**src/rtl/i2c_stat_pkg.sv**
```systemverilog
package i2c_stat_pkg;

   localparam int STAT_W   = 8;
   localparam int BIT_BUSY = 7;
   localparam int BIT_IRQ  = 6;
   localparam int BIT_SCP  = 5;
   localparam int BIT_RSV  = 4;
   localparam int BIT_AL   = 3;
   localparam int BIT_AAS  = 2;
   localparam int BIT_ADZ  = 1;
   localparam int BIT_ACK  = 0;

   typedef enum logic [1:0] {
      FLG_IRQ = 2'd0,
      FLG_AL  = 2'd1,
      FLG_AAS = 2'd2,
      FLG_ADZ = 2'd3
   } flag_idx_e;

   localparam int NUM_FLAGS = 4;

   typedef struct packed {
      logic rise;
      logic fall;
      logic start;
      logic stop;
   } bus_evt_t;

   function automatic int flag_pos(input int idx);
      case (idx)
         FLG_IRQ: return BIT_IRQ;
         FLG_AL:  return BIT_AL;
         FLG_AAS: return BIT_AAS;
         default: return BIT_ADZ;
      endcase
   endfunction

endpackage

```
**src/rtl/i2c_line_sync.sv**
```systemverilog
module i2c_line_sync
   import i2c_stat_pkg::*;
#(
   parameter int STAGES = 2
) (
   input  logic     clk,
   input  logic     rst_n,
   input  logic     scl_raw,
   input  logic     sda_raw,
   output logic     sda_s,
   output bus_evt_t evt
);

   logic [STAGES-1:0] scl_pipe;
   logic [STAGES-1:0] sda_pipe;
   logic              scl_prev;
   logic              sda_prev;
   logic              scl_s;

   generate
      if (STAGES < 2) begin : g_bad_depth
         $error("i2c_line_sync: STAGES must be at least 2");
      end
   endgenerate

   always_ff @(posedge clk or negedge rst_n) begin
      if (!rst_n) begin
         scl_pipe <= '1;
         sda_pipe <= '1;
         scl_prev <= 1'b1;
         sda_prev <= 1'b1;
      end else begin
         scl_pipe <= {scl_pipe[STAGES-2:0], scl_raw};
         sda_pipe <= {sda_pipe[STAGES-2:0], sda_raw};
         scl_prev <= scl_s;
         sda_prev <= sda_s;
      end
   end

   assign scl_s = scl_pipe[STAGES-1];
   assign sda_s = sda_pipe[STAGES-1];

   always_comb begin
      evt.rise  = scl_s & ~scl_prev;
      evt.fall  = ~scl_s & scl_prev;
      evt.start = scl_s & scl_prev & sda_prev & ~sda_s;
      evt.stop  = scl_s & scl_prev & ~sda_prev & sda_s;
   end

endmodule

```
**src/rtl/i2c_arb_monitor.sv**
```systemverilog
module i2c_arb_monitor #(
   parameter bit FALL_CHECK = 1'b1
) (
   input  logic en,
   input  logic scl_rise,
   input  logic scl_fall,
   input  logic sda_s,
   input  logic sda_drv,
   input  logic scl_drv,
   output logic lost
);

   logic rise_loss;
   logic fall_loss;

   assign rise_loss = scl_rise & (sda_drv ^ sda_s);

   generate
      if (FALL_CHECK) begin : g_fall_on
         assign fall_loss = scl_fall & scl_drv;
      end else begin : g_fall_off
         logic fall_inputs_unused;
         assign fall_inputs_unused = scl_fall ^ scl_drv;
         assign fall_loss = 1'b0;
      end
   endgenerate

   assign lost = en & (rise_loss | fall_loss);

endmodule

```
**src/rtl/i2c_sticky_flag.sv**
```systemverilog
module i2c_sticky_flag (
   input  logic clk,
   input  logic rst_n,
   input  logic set_i,
   input  logic hw_clr_i,
   input  logic rd_i,
   input  logic wr_i,
   input  logic wbit_i,
   output logic q_o
);

   logic armed;
   logic sw_clr;

   assign sw_clr = wr_i & ~wbit_i & armed;

   always_ff @(posedge clk or negedge rst_n) begin
      if (!rst_n) begin
         q_o   <= 1'b0;
         armed <= 1'b0;
      end else if (set_i) begin
         q_o <= 1'b1;
      end else if (hw_clr_i || sw_clr) begin
         q_o   <= 1'b0;
         armed <= 1'b0;
      end else if (rd_i) begin
         armed <= q_o;
      end
   end

endmodule

```
**src/rtl/i2c_stat_flags.sv**
```systemverilog
module i2c_stat_flags
   import i2c_stat_pkg::*;
#(
   parameter int SYNC_STAGES    = 2,
   parameter bit ARB_FALL_CHECK = 1'b1,
   parameter int REG_W          = 8
) (
   input  logic             clk,
   input  logic             rst_n,
   input  logic             scl_in,
   input  logic             sda_in,
   input  logic             scl_drv,
   input  logic             sda_drv,
   input  logic             master_mode,
   input  logic             transmit_mode,
   input  logic             fmt_sel,
   input  logic             byte_done,
   input  logic             addr_hit,
   input  logic             gcall_hit,
   input  logic             dr_write,
   input  logic             dr_read,
   input  logic             ack_sample,
   input  logic             ack_rx,
   input  logic             reg_rd,
   input  logic             reg_wr,
   input  logic [REG_W-1:0] reg_wdata,
   output logic [REG_W-1:0] reg_rdata,
   output logic             bus_busy,
   output logic             irq_flag,
   output logic             ack_out,
   output logic             start_req,
   output logic             stop_req
);

   generate
      if (REG_W != STAT_W) begin : g_bad_width
         $error("i2c_stat_flags: REG_W must equal the status byte width");
      end
      if (SYNC_STAGES < 2) begin : g_bad_sync
         $error("i2c_stat_flags: SYNC_STAGES must be at least 2");
      end
   endgenerate

   bus_evt_t             evt;
   logic                 sda_s;
   logic                 arb_lost;
   logic                 mstr_tx;
   logic                 slv_rx;
   logic                 addr_evt;
   logic                 irq_set;
   logic                 dr_clr;
   logic                 busy_q;
   logic                 session_q;
   logic                 ack_q;
   logic                 ctrl_wr;
   logic [NUM_FLAGS-1:0] flag_set;
   logic [NUM_FLAGS-1:0] flag_clr;
   logic [NUM_FLAGS-1:0] flag_q;
   logic                 rsv_wr_unused;

   assign rsv_wr_unused = reg_wdata[BIT_RSV];

   i2c_line_sync #(
      .STAGES (SYNC_STAGES)
   ) u_sync (
      .clk     (clk),
      .rst_n   (rst_n),
      .scl_raw (scl_in),
      .sda_raw (sda_in),
      .sda_s   (sda_s),
      .evt     (evt)
   );

   assign mstr_tx = master_mode & transmit_mode;
   assign slv_rx  = ~master_mode & ~transmit_mode;

   i2c_arb_monitor #(
      .FALL_CHECK (ARB_FALL_CHECK)
   ) u_arb (
      .en       (mstr_tx),
      .scl_rise (evt.rise),
      .scl_fall (evt.fall),
      .sda_s    (sda_s),
      .sda_drv  (sda_drv),
      .scl_drv  (scl_drv),
      .lost     (arb_lost)
   );

   // Bus occupancy from detected conditions
   always_ff @(posedge clk or negedge rst_n) begin
      if (!rst_n) begin
         busy_q <= 1'b0;
      end else if (evt.start) begin
         busy_q <= 1'b1;
      end else if (evt.stop) begin
         busy_q <= 1'b0;
      end
   end

   // Slave session: opened by an address hit, closed by any start or stop
   assign addr_evt = slv_rx & (addr_hit | gcall_hit);

   always_ff @(posedge clk or negedge rst_n) begin
      if (!rst_n) begin
         session_q <= 1'b0;
      end else if (addr_evt) begin
         session_q <= 1'b1;
      end else if (evt.start || evt.stop) begin
         session_q <= 1'b0;
      end
   end

   always_comb begin
      if (master_mode) begin
         irq_set = byte_done | arb_lost;
      end else if (fmt_sel) begin
         irq_set = byte_done;
      end else begin
         irq_set = addr_evt | (byte_done & session_q);
      end
   end

   assign dr_clr = (dr_write & transmit_mode) | (dr_read & ~transmit_mode);

   always_comb begin
      flag_set          = '0;
      flag_clr          = '0;
      flag_set[FLG_IRQ] = irq_set;
      flag_set[FLG_AL]  = arb_lost;
      flag_set[FLG_AAS] = addr_evt;
      flag_set[FLG_ADZ] = slv_rx & gcall_hit;
      flag_clr[FLG_AAS] = dr_clr;
      flag_clr[FLG_ADZ] = dr_clr;
   end

   for (genvar g = 0; g < NUM_FLAGS; g++) begin : g_flag
      i2c_sticky_flag u_flag (
         .clk      (clk),
         .rst_n    (rst_n),
         .set_i    (flag_set[g]),
         .hw_clr_i (flag_clr[g]),
         .rd_i     (reg_rd),
         .wr_i     (reg_wr),
         .wbit_i   (reg_wdata[flag_pos(g)]),
         .q_o      (flag_q[g])
      );
   end

   // Acknowledge bit: sampled response in transmit, software level otherwise
   always_ff @(posedge clk or negedge rst_n) begin
      if (!rst_n) begin
         ack_q <= 1'b0;
      end else if (transmit_mode && ack_sample) begin
         ack_q <= ack_rx;
      end else if (reg_wr) begin
         ack_q <= reg_wdata[BIT_ACK];
      end
   end

   // Start or stop request on a write with the control bit at zero
   assign ctrl_wr = reg_wr & ~reg_wdata[BIT_SCP];

   always_ff @(posedge clk or negedge rst_n) begin
      if (!rst_n) begin
         start_req <= 1'b0;
         stop_req  <= 1'b0;
      end else begin
         start_req <= ctrl_wr & reg_wdata[BIT_BUSY];
         stop_req  <= ctrl_wr & ~reg_wdata[BIT_BUSY];
      end
   end

   always_comb begin
      reg_rdata           = '0;
      reg_rdata[BIT_BUSY] = busy_q;
      reg_rdata[BIT_IRQ]  = flag_q[FLG_IRQ];
      reg_rdata[BIT_SCP]  = 1'b1;
      reg_rdata[BIT_RSV]  = 1'b1;
      reg_rdata[BIT_AL]   = flag_q[FLG_AL];
      reg_rdata[BIT_AAS]  = flag_q[FLG_AAS];
      reg_rdata[BIT_ADZ]  = flag_q[FLG_ADZ];
      reg_rdata[BIT_ACK]  = ack_q;
   end

   assign bus_busy = busy_q;
   assign irq_flag = flag_q[FLG_IRQ];
   assign ack_out  = ack_q;

endmodule

```
**config.mk**
```make
export PLATFORM = sky130hd
export DESIGN_NAME = i2c_stat_flags
export DESIGN_NICKNAME = d
export VERILOG_FILES = /design/src/rtl/i2c_stat_pkg.sv /design/src/rtl/i2c_line_sync.sv /design/src/rtl/i2c_arb_monitor.sv /design/src/rtl/i2c_sticky_flag.sv /design/src/rtl/i2c_stat_flags.sv
export SDC_FILE = /design/constraint.sdc
export NUM_CORES = 1
export LEC_CHECK = 0
export BUFFER_PORTS_ARGS = -buffer_cell sky130_fd_sc_hd__buf_4
export CORE_UTILIZATION = 45
export DETAILED_ROUTE_END_ITERATION = 6
export GPL_ROUTABILITY_DRIVEN = 0
export PLACE_DENSITY = 0.87
export SYNTH_ARGS = -nofsm -noshare
export SYNTH_HDL_FRONTEND = slang
export SYNTH_SLANG_ARGS = --single-unit
```
**constraint.sdc**
```tcl
create_clock -name clk -period 1.4 [get_ports clk]
set_input_delay 0.07 -clock clk [delete_from_list [all_inputs] [get_ports clk]]
set_output_delay 0.07 -clock clk [all_outputs]
set_load 0.05 [all_outputs]
```
==> flow_metrics.tcl, run 1 <==
set metrics [dict create \
    ys_seq_area_share_pct 54.8 \
    initial_utilization_pct 49.4 \
    ios 39 \
    cts-resized-gates 0 \
    hold_buffers 6 \
    synth-edff-count 0 \
    grt_max_degree 20 \
    maxCapViolCount 0 \
    critPathArrivalTime_ns 1.51 \
    die_x_um 46.2 \
    synth_top_cell_by_area "dfrtp_1" \
    tns_ns 0 \
    worst-setup-path-type "register to register" \
    hold_viol_final 0 \
    crit_required_ns 1.58 \
    core.rowCount 15 \
    die_area_mm2 0.00214 \
    drt_iter0_markers 7 \
    cts-root-buf "clkbuf_4" \
    ctsLongestPathBuffers 2 \
    async_flop_share_pct 100 \
    synth_common_cells "nand2_1, dfrtp_1, buf_4" \
    dp_hpwl_um 1400 \
    gr-total-overflow 0 \
    core_area_mm2 0.00178 \
    hold_path.class "primary input to register" \
    synthDistinctLibCells 28 \
    max_freq_ghz 0.748 \
    fin_skew_ns 0.00327 \
    viasPerCell 5.05 \
    ant_nets 0 \
    cp_max_fo 5 \
    rsz0062_at_grt "no" \
    grt_pass1_vias 724 \
    outcome "complete, no violations" \
    period_minus_slack_ns 1.34 \
    postRouteWirelength_um 1870 \
    setup_viol 0 \
    r2r_setup_slack_ns 0.06 \
    wire_per_inst_um 12.8 \
    clk_latency_ns 0.29 \
    cts.sinks 19 \
    die_h_um 46.2 \
    drive_gt1_share_pct 41.3 \
    synth.top_cell.area_share_pct 36.9 \
    firstDrtPassIters 4 \
    slew_violations 0 \
    synth.most_common_cell "nand2_1" \
    postSynthAreaPerCell_um2 10.6 \
    clk_pin_slew_worst_paths_ns 0.10 \
    vias 738 \
    n_fill_cell 160 \
    synthesis.area_um2 881 \
    yosysWarnings 0 \
    cts_buffers 3 \
    end_kind "register" \
    fin_crit_sh_pct 95.5 \
    ys_ff_latch 19 \
    numPortBuffers 35 \
    cts_tree "yes" \
    ir_drop_mv 0.577 \
    synthFlopType "dfrtp_1" \
    route.detailed.drc 0 \
    post_cts_buffers 0 \
    startpoint_type "register" \
    power.density_mw_per_mm2 1090 \
    synth.area.top_cells "dfrtp_1, dfstp_2, buf_4" \
    h-tree-depth 1 \
    insertedDiodeCount 0 \
    area_growth_pct 36.8 \
    synth_cells 83 \
    grtUsageTotal_pct 19.8 \
    antenna_found_initial 0 \
    layout.nets 148 \
    fin_cells 146 \
    dpl.cell_count 136 \
    p_leak_nw 0.590 \
    grt_pass1_wl_um 2930 \
]
## report_power, final
part	total, mW	internal (mW)	switching (mW)
clock network	0.266	0.111	0.156
registers	0.653	0.614	0.0388
logic	0.390	0.153	0.237
total	1.31	0.877	0.431
## registers in the layout, indices dropped and copies added (netlist names)
register             count
g_flag.u_flag.armed      4
u_sync.sda_prev          1
u_sync.scl_pipe          2
u_sync.scl_prev          1
u_sync.sda_pipe          2
g_flag.u_flag.q_o        4
bus_busy                 1
stop_req                 1
ack_out                  1
start_req                1
session_q                1
## worst paths after layout
kind / start / end / cells past startpoint
worst max-delay path: u_sync.sda_pipe[1] / g_flag[0].u_flag.armed / 4
worst max register to register: u_sync.sda_pipe[1] / g_flag[0].u_flag.armed / 4
min in group asynchronous: rst_n / g_flag[0].u_flag.armed / 2
max in group asynchronous: rst_n / u_sync.scl_pipe[0] / 2
worst min register to register: u_sync.scl_pipe[0] / u_sync.scl_pipe[1] / 0
worst min-delay path: ack_rx / ack_out / 3
## worst max-delay path, cell delays in order, from the launching register on
cell	delay (ns)
dfstp_2	0.60
xnor2_1	0.13
o22a_2	0.22
o211a_2	0.21
a22oi_2	0.07
## placed cells by master (no fill, tap or decap), drive strengths merged
master        n
dfstp         6
a22oi         1
a21boi        1
and3b         1
dlygate4sd3   6
o31ai         1
mux2          1
nand4b        1
inv           5
o211a         1
nand3b        3
nor2          5
o21ai         4
dfrtp        13
conb          2
a22o          1
nand3         1
o2bb2ai       1
nor3b         1
o22a          1
o22ai         1
buf          35
a21oi         4
nand2        15
mux2i         1
a31oi         2
o2111ai       1
xnor2         2
clkbuf        4
## layout make-up
| type | count | area, um2 | share of cell area, % |
|---|---|---|---|
| Sequential cell | 19 | 483 | 40.1 |
| Multi-Input combinational cell | 52 | 323 | 26.8 |
| Tap cell | 25 | 31.3 | 2.60 |
| Inverter | 5 | 18.8 | 1.56 |
| Timing Repair Buffer | 41 | 323 | 26.8 |
| Clock buffer | 4 | 26.3 | 2.18 |
## layer usage
metal  wire [um]  vias up  GRT usage [%]
li1            -      350              -
met1         789      352           23.0
met2         950       34           34.1
met3         120        2           4.31
met4           6        0           10.0
met5           0        -              0
## cells by family after synthesis
kind of cell           after synthesis  share of synthesized area (%)
AO/OA/AOI/OAI                       19                           16.5
buffers and inverters               13                           8.95
AND/OR/NAND/NOR                     27                           14.5
multiplexers                         2                           2.84
flip-flops                          19                           54.8
other                                1                          0.426
XOR/XNOR                             2                           1.99
## metrics by stage
stage | hold WS [ns] | total power, mW | cell area (um2) | setup slack, ns | util [%]
finish | 0.0245 | 1.31 | 1200 | 0.0627 | 67.6
global route | 0.0313 | 1.37 | 1200 | 0.0152 | 67.6
CTS | 0.0128 | 1.33 | 1200 | 0.0596 | 67.6
detailed placement | -0.0442 | 1.04 | 1120 | 0.0747 | 62.7
floorplan | -0.226 | 0.926 | 885 | 0.164 | -
global placement | -0.0490 | 1.03 | 1120 | 0.126 | 62.7
(Power assumes the default switching activity.)
==> inputs of run 2 (changes only) <==
RECOVER_POWER = 50   (was default)
TNS_END_PERCENT = 50   (was default)
==> flow_metrics.tcl, run 2 (synthesis results as in run 1) <==
set metrics [dict create \
    hold_path.class "primary input to register" \
    drive_gt1_share_pct 39.7 \
    startpoint_type "register" \
    hold_viol_final 0 \
    insertedDiodeCount 0 \
    total_power_mw 1.31 \
    fin_cells 146 \
    top_regs "g_flag.u_flag.armed: 4 flops, g_flag.u_flag.q_o: 4 flops" \
    p_leak_nw 0.585 \
    dp_hpwl_um 1400 \
    cts_buffers 3 \
    slew_violations 0 \
    worstMarginPinSlew_ns 0.999 \
    die_area_mm2 0.00214 \
    cts_tree "yes" \
    fin_crit_sh_pct 95.2 \
    initial_utilization_pct 49.4 \
    cts-root-buf "clkbuf_4" \
    grtUsageTotal_pct 19.8 \
    dpl.cell_count 136 \
    grt_max_degree 20 \
    clk_latency_ns 0.29 \
    firstDrtPassIters 5 \
    outcome "complete, no violations" \
    core.rowCount 15 \
    fin_skew_ns 0.00311 \
    crit_required_ns 1.58 \
    critPathArrivalTime_ns 1.51 \
    route.detailed.drc 0 \
    grt_pass1_wl_um 2930 \
    clk_pin_slew_worst_paths_ns 0.10 \
    area_growth_pct 36.4 \
    max_freq_ghz 0.750 \
    cts.sinks 19 \
    slew-limit-headroom_pct 33.4 \
    tns_ns 0 \
    worst-setup-path-type "register to register" \
    grt_pass1_vias 724 \
    end_kind "register" \
    min-delay-start "ack_rx" \
    setup_viol 0 \
    layout_commonest_cell "buf_4" \
    post_cts_buffers 0 \
    multiInputGateArea_um2 323 \
    maxCapViolCount 0 \
    postRouteWirelength_um 1850 \
    ant_nets 0 \
    viasPerCell 5.04 \
    die_h_um 46.2 \
    drt_iter0_markers 7 \
    core_area_mm2 0.00178 \
    power.density_mw_per_mm2 1090 \
    ir_drop_mv 0.577 \
    cp-startpoint "u_sync.sda_pipe[1]" \
    period_minus_slack_ns 1.33 \
    n_fill_cell 162 \
    gr-total-overflow 0 \
    layout.nets 148 \
    vias 736 \
    ios 39 \
    h-tree-depth 1 \
    antenna_found_initial 0 \
    numPortBuffers 35 \
    r2r_start "u_sync.sda_pipe[1]" \
    cp_max_fo 5 \
    final_cell_mix "buf_4, nand2_1, dfrtp_1, dlygate4sd3_1" \
    die_x_um 46.2 \
    wire_per_inst_um 12.7 \
    ctsLongestPathBuffers 2 \
    rsz0062_at_grt "no" \
    regArea_um2 483 \
]
==> run 2: critical path, stage by stage, from the launching register on <==
cell and delay (ns):
dfstp_2 0.60, xnor2_1 0.13, o22a_2 0.21, o211a_2 0.21, a22oi_2 0.07
==> run 2: layout make-up <==
| type | instances | share of cell area (%) |
|---|---|---|
| clock buffers | 4 | 2.19 |
| repair buffers | 41 | 26.6 |
| well taps | 25 | 2.60 |
| multi-input cells | 52 | 26.9 |
| flip-flops and latches | 19 | 40.2 |
| inverters | 5 | 1.56 |
==> run 2: repair_timing <==
item / in CTS / in global routing
endpoints found under the hold margin: 23 / 0
hold buffers: 6 / 0
resized for setup: 0 / 0
==> run 2: layer usage <==
metal  global-route usage [%]  vias to the layer above  share of wire (%)
met5                        0                        -                  0
met4                     10.0                        0               0.32
met3                     4.31                        2                6.0
met2                     34.1                       32                 51
met1                     23.0                      351                 42
li1                         -                      351                  -
==> run 2: metrics by stage <==
stage	util [%]	setup slack, ns	cell area [um2]	hold slack (ns)
floorplan	-	0.164	885	-0.226
global placement	62.7	0.126	1120	-0.0490
detailed placement	62.7	0.0747	1120	-0.0442
CTS	67.6	0.0596	1200	0.0128
global route	67.4	0.00918	1200	0.0313
finish	67.4	0.0668	1200	0.0247
==> run 2: power breakdown <==
part | switching, mW | internal, mW
sequential | 0.0392 | 0.613
combinational | 0.237 | 0.151
clock | 0.155 | 0.111
==> run 2: path summary, 6_finish.rpt <==
| path | slack [ns] | to | cells after the start |
|---|---|---|---|
| hold / removal | 0.02 | ack_out | 3 |
| min in group asynchronous | 0.46 | g_flag[0].u_flag.armed | 2 |
| setup reg to reg | 0.07 | g_flag[0].u_flag.armed | 4 |
| hold reg to reg | 0.36 | u_sync.sda_pipe[1] | 0 |
| setup / recovery | 0.07 | g_flag[0].u_flag.armed | 4 |
| max in group asynchronous | 0.34 | session_q | 2 |
==> inputs of run 3 (changes only) <==
ABC_AREA = 1   (was default)
CORE_UTILIZATION = 46   (was 45)
PLACE_DENSITY = 0.88   (was 0.87)
SLEW_MARGIN = 10   (was default)
==> flow_metrics.tcl, run 3 <==
set metrics [dict create \
    worstMarginPinSlew_ns 1.00 \
    top_regs "g_flag.u_flag.armed: 4 flops, g_flag.u_flag.q_o: 4 flops" \
    core.rowCount 15 \
    clk_latency_ns 0.29 \
    die_x_um 46.5 \
    grt_pass1_wl_um 2920 \
    clk_pin_slew_worst_paths_ns 0.10 \
    dp_hpwl_um 1470 \
    synthFlopType "dfrtp_1" \
    viasPerCell 4.78 \
    postSynthAreaPerCell_um2 8.36 \
    max_freq_ghz 0.795 \
    fin_crit_sh_pct 89.9 \
    slew-limit-headroom_pct 33.1 \
    postRouteWirelength_um 1920 \
    multiInputGateArea_um2 319 \
    hold_path.class "primary input to register" \
    wire_per_inst_um 11.2 \
    worst-setup-path-type "primary input to register" \
    regArea_um2 483 \
    outcome "complete, no violations" \
    ir_drop_mv 0.864 \
    pwr-share-comb_pct 32.6 \
    die_area_mm2 0.00216 \
    yosysWarnings 0 \
    setup_viol 0 \
    layout_commonest_cell "nand2_1" \
    synth_cells 109 \
    synth_common_cells "nand2_1, dfrtp_1, inv_1" \
    layout.nets 174 \
    dp_slack_ns 0.184 \
    ctsLongestPathBuffers 2 \
    cts_buffers 3 \
    initial_utilization_pct 51.1 \
    p_clk_share_pct 19.5 \
    p_leak_nw 0.659 \
    maxCapViolCount 0 \
    cts.sinks 19 \
    power_frac_seq_pct 47.8 \
    p_switching_mw 0.490 \
    core_area_mm2 0.00178 \
    end_kind "register" \
    synth.most_common_cell "nand2_1" \
    grt_pass1_vias 772 \
    power.density_mw_per_mm2 1120 \
    synth-edff-count 0 \
    internal_power_mw 0.894 \
    tns_ns 0 \
    numPortBuffers 35 \
    synth.area.top_cells "dfrtp_1, dfstp_2, nand2_1" \
    ant_nets 0 \
    drive_gt1_share_pct 34.0 \
    crit_required_ns 1.63 \
    rsz0062_at_grt "no" \
    async_flop_share_pct 100 \
    synthDistinctLibCells 20 \
    ys_seq_area_share_pct 53.0 \
    grtUsageTotal_pct 19.1 \
    gr-total-overflow 0 \
    layout_setup_ws_ns 0.142 \
    period_minus_slack_ns 1.26 \
    cp_max_fo 2 \
    route.detailed.drc 0 \
    h-tree-depth 1 \
    fin_skew_ns 0.00298 \
    post_cts_buffers 0 \
    drt_iter0_markers 18 \
    area_growth_pct 35.2 \
    die_h_um 46.5 \
    synth_top_cell_by_area "dfrtp_1" \
    cts_tree "yes" \
    antenna_found_initial 0 \
    synth.top_cell.area_share_pct 35.7 \
    startpoint_type "primary input" \
    final_cell_mix "nand2_1, buf_4, inv_1, dfrtp_1" \
    cts-root-buf "clkbuf_4" \
    firstDrtPassIters 4 \
    grt_max_degree 20 \
    ios 39 \
    total_power_mw 1.38 \
    slew_violations 0 \
    insertedDiodeCount 0 \
    n_fill_cell 130 \
    vias 822 \
    synthesis.area_um2 911 \
    ys_ff_latch 19 \
    netSwitchingFraction_pct 35.4 \
    critPathArrivalTime_ns 1.49 \
    hold_viol_final 0 \
]
-- run 3: cell count changes in the layout (fill, tap and decap cells not counted), moves of 2 or more --
cell      delta
nand2_1     +18
nand3_1      +6
nand4_1      +2
a31oi_2      -2
inv_1        +8
xnor2_1      -2
a21oi_1      -4
nand3b_1     -2
o21ai_0      +2
o21ai_2      +2
nor2_1       +2
nand2_2      +3
-- run 3: power groups by stage --
stage	registers [mW]	clock network (mW)	logic, mW
2_1_floorplan	0.713	0	0.278
3_3_place_gp	0.669	0	0.430
3_5_place_dp	0.672	0	0.442
4_1_cts	0.662	0.280	0.456
5_1_grt	0.670	0.298	0.484
6_report	0.662	0.270	0.452
-- run 3: stage by stage --
| step | util (%) | area, um2 | hold WS [ns] | cells |
|---|---|---|---|---|
| 3_3_place_gp | 64.4 | 1150 | -0.0513 | 162 |
| 6_report | 69.1 | 1230 | 0.0284 | 172 |
| 5_1_grt | 69.1 | 1230 | 0.0316 | 172 |
| 3_5_place_dp | 64.4 | 1150 | -0.0463 | 162 |
| 4_1_cts | 69.3 | 1230 | 0.0250 | 172 |
| 2_1_floorplan | - | 915 | -0.226 | 110 |
-- run 3: worst max-delay path, stage by stage --
cell,delay [ns]
dlygate4sd3_1,0.54
buf_4,0.14
nor3_1,0.17
dlygate4sd3_1,0.58
-- run 3: timing repair --
| item | in CTS | in global routing |
|---|---|---|
| hold buffers | 6 | 0 |
| hold endpoints to repair | 23 | 0 |
| gates resized for setup | 0 | 0 |
| setup endpoints to repair | 0 | 0 |
-- run 3: worst paths after layout --
path / start / end / slack, ns / depth (start not counted)
max reg2reg: u_sync.sda_pipe[1] / g_flag[1].u_flag.armed / 0.15 / 8
min in group asynchronous: rst_n / start_req / 0.46 / 2
max: reg_wdata[7] / stop_req / 0.14 / 4
min: ack_rx / ack_out / 0.03 / 3
min reg2reg: u_sync.sda_pipe[0] / u_sync.sda_pipe[1] / 0.36 / 0
max in group asynchronous: rst_n / g_flag[1].u_flag.armed / 0.34 / 2
-- run 3: final cells by class --
type	instances	area share [%]
multi-input cells	69	25.9
clock buffers	4	2.13
well taps	25	2.54
inverters	14	4.27
flip-flops and latches	19	39.2
repair buffers	41	25.9
-- run 3: per-layer routing --
layer	part of all wire (%)	GRT usage, %
met1	43	21.3
met2	51	34.7
met3	5.5	2.75
met4	0.62	9.41
met5	0	0
-- run 3: logic make-up (layout without fill, tap and decap cells) --
| group | count (synthesis) | after routing | share of synthesized area, % |
|---|---|---|---|
| buffers and inverters | 22 | 59 | 12.4 |
| AOI/OAI and AO/OA | 10 | 10 | 6.59 |
| other | 1 | 2 | 0.412 |
| DFF | 19 | 19 | 53.0 |
| and+or+nand+nor | 57 | 57 | 27.6 |
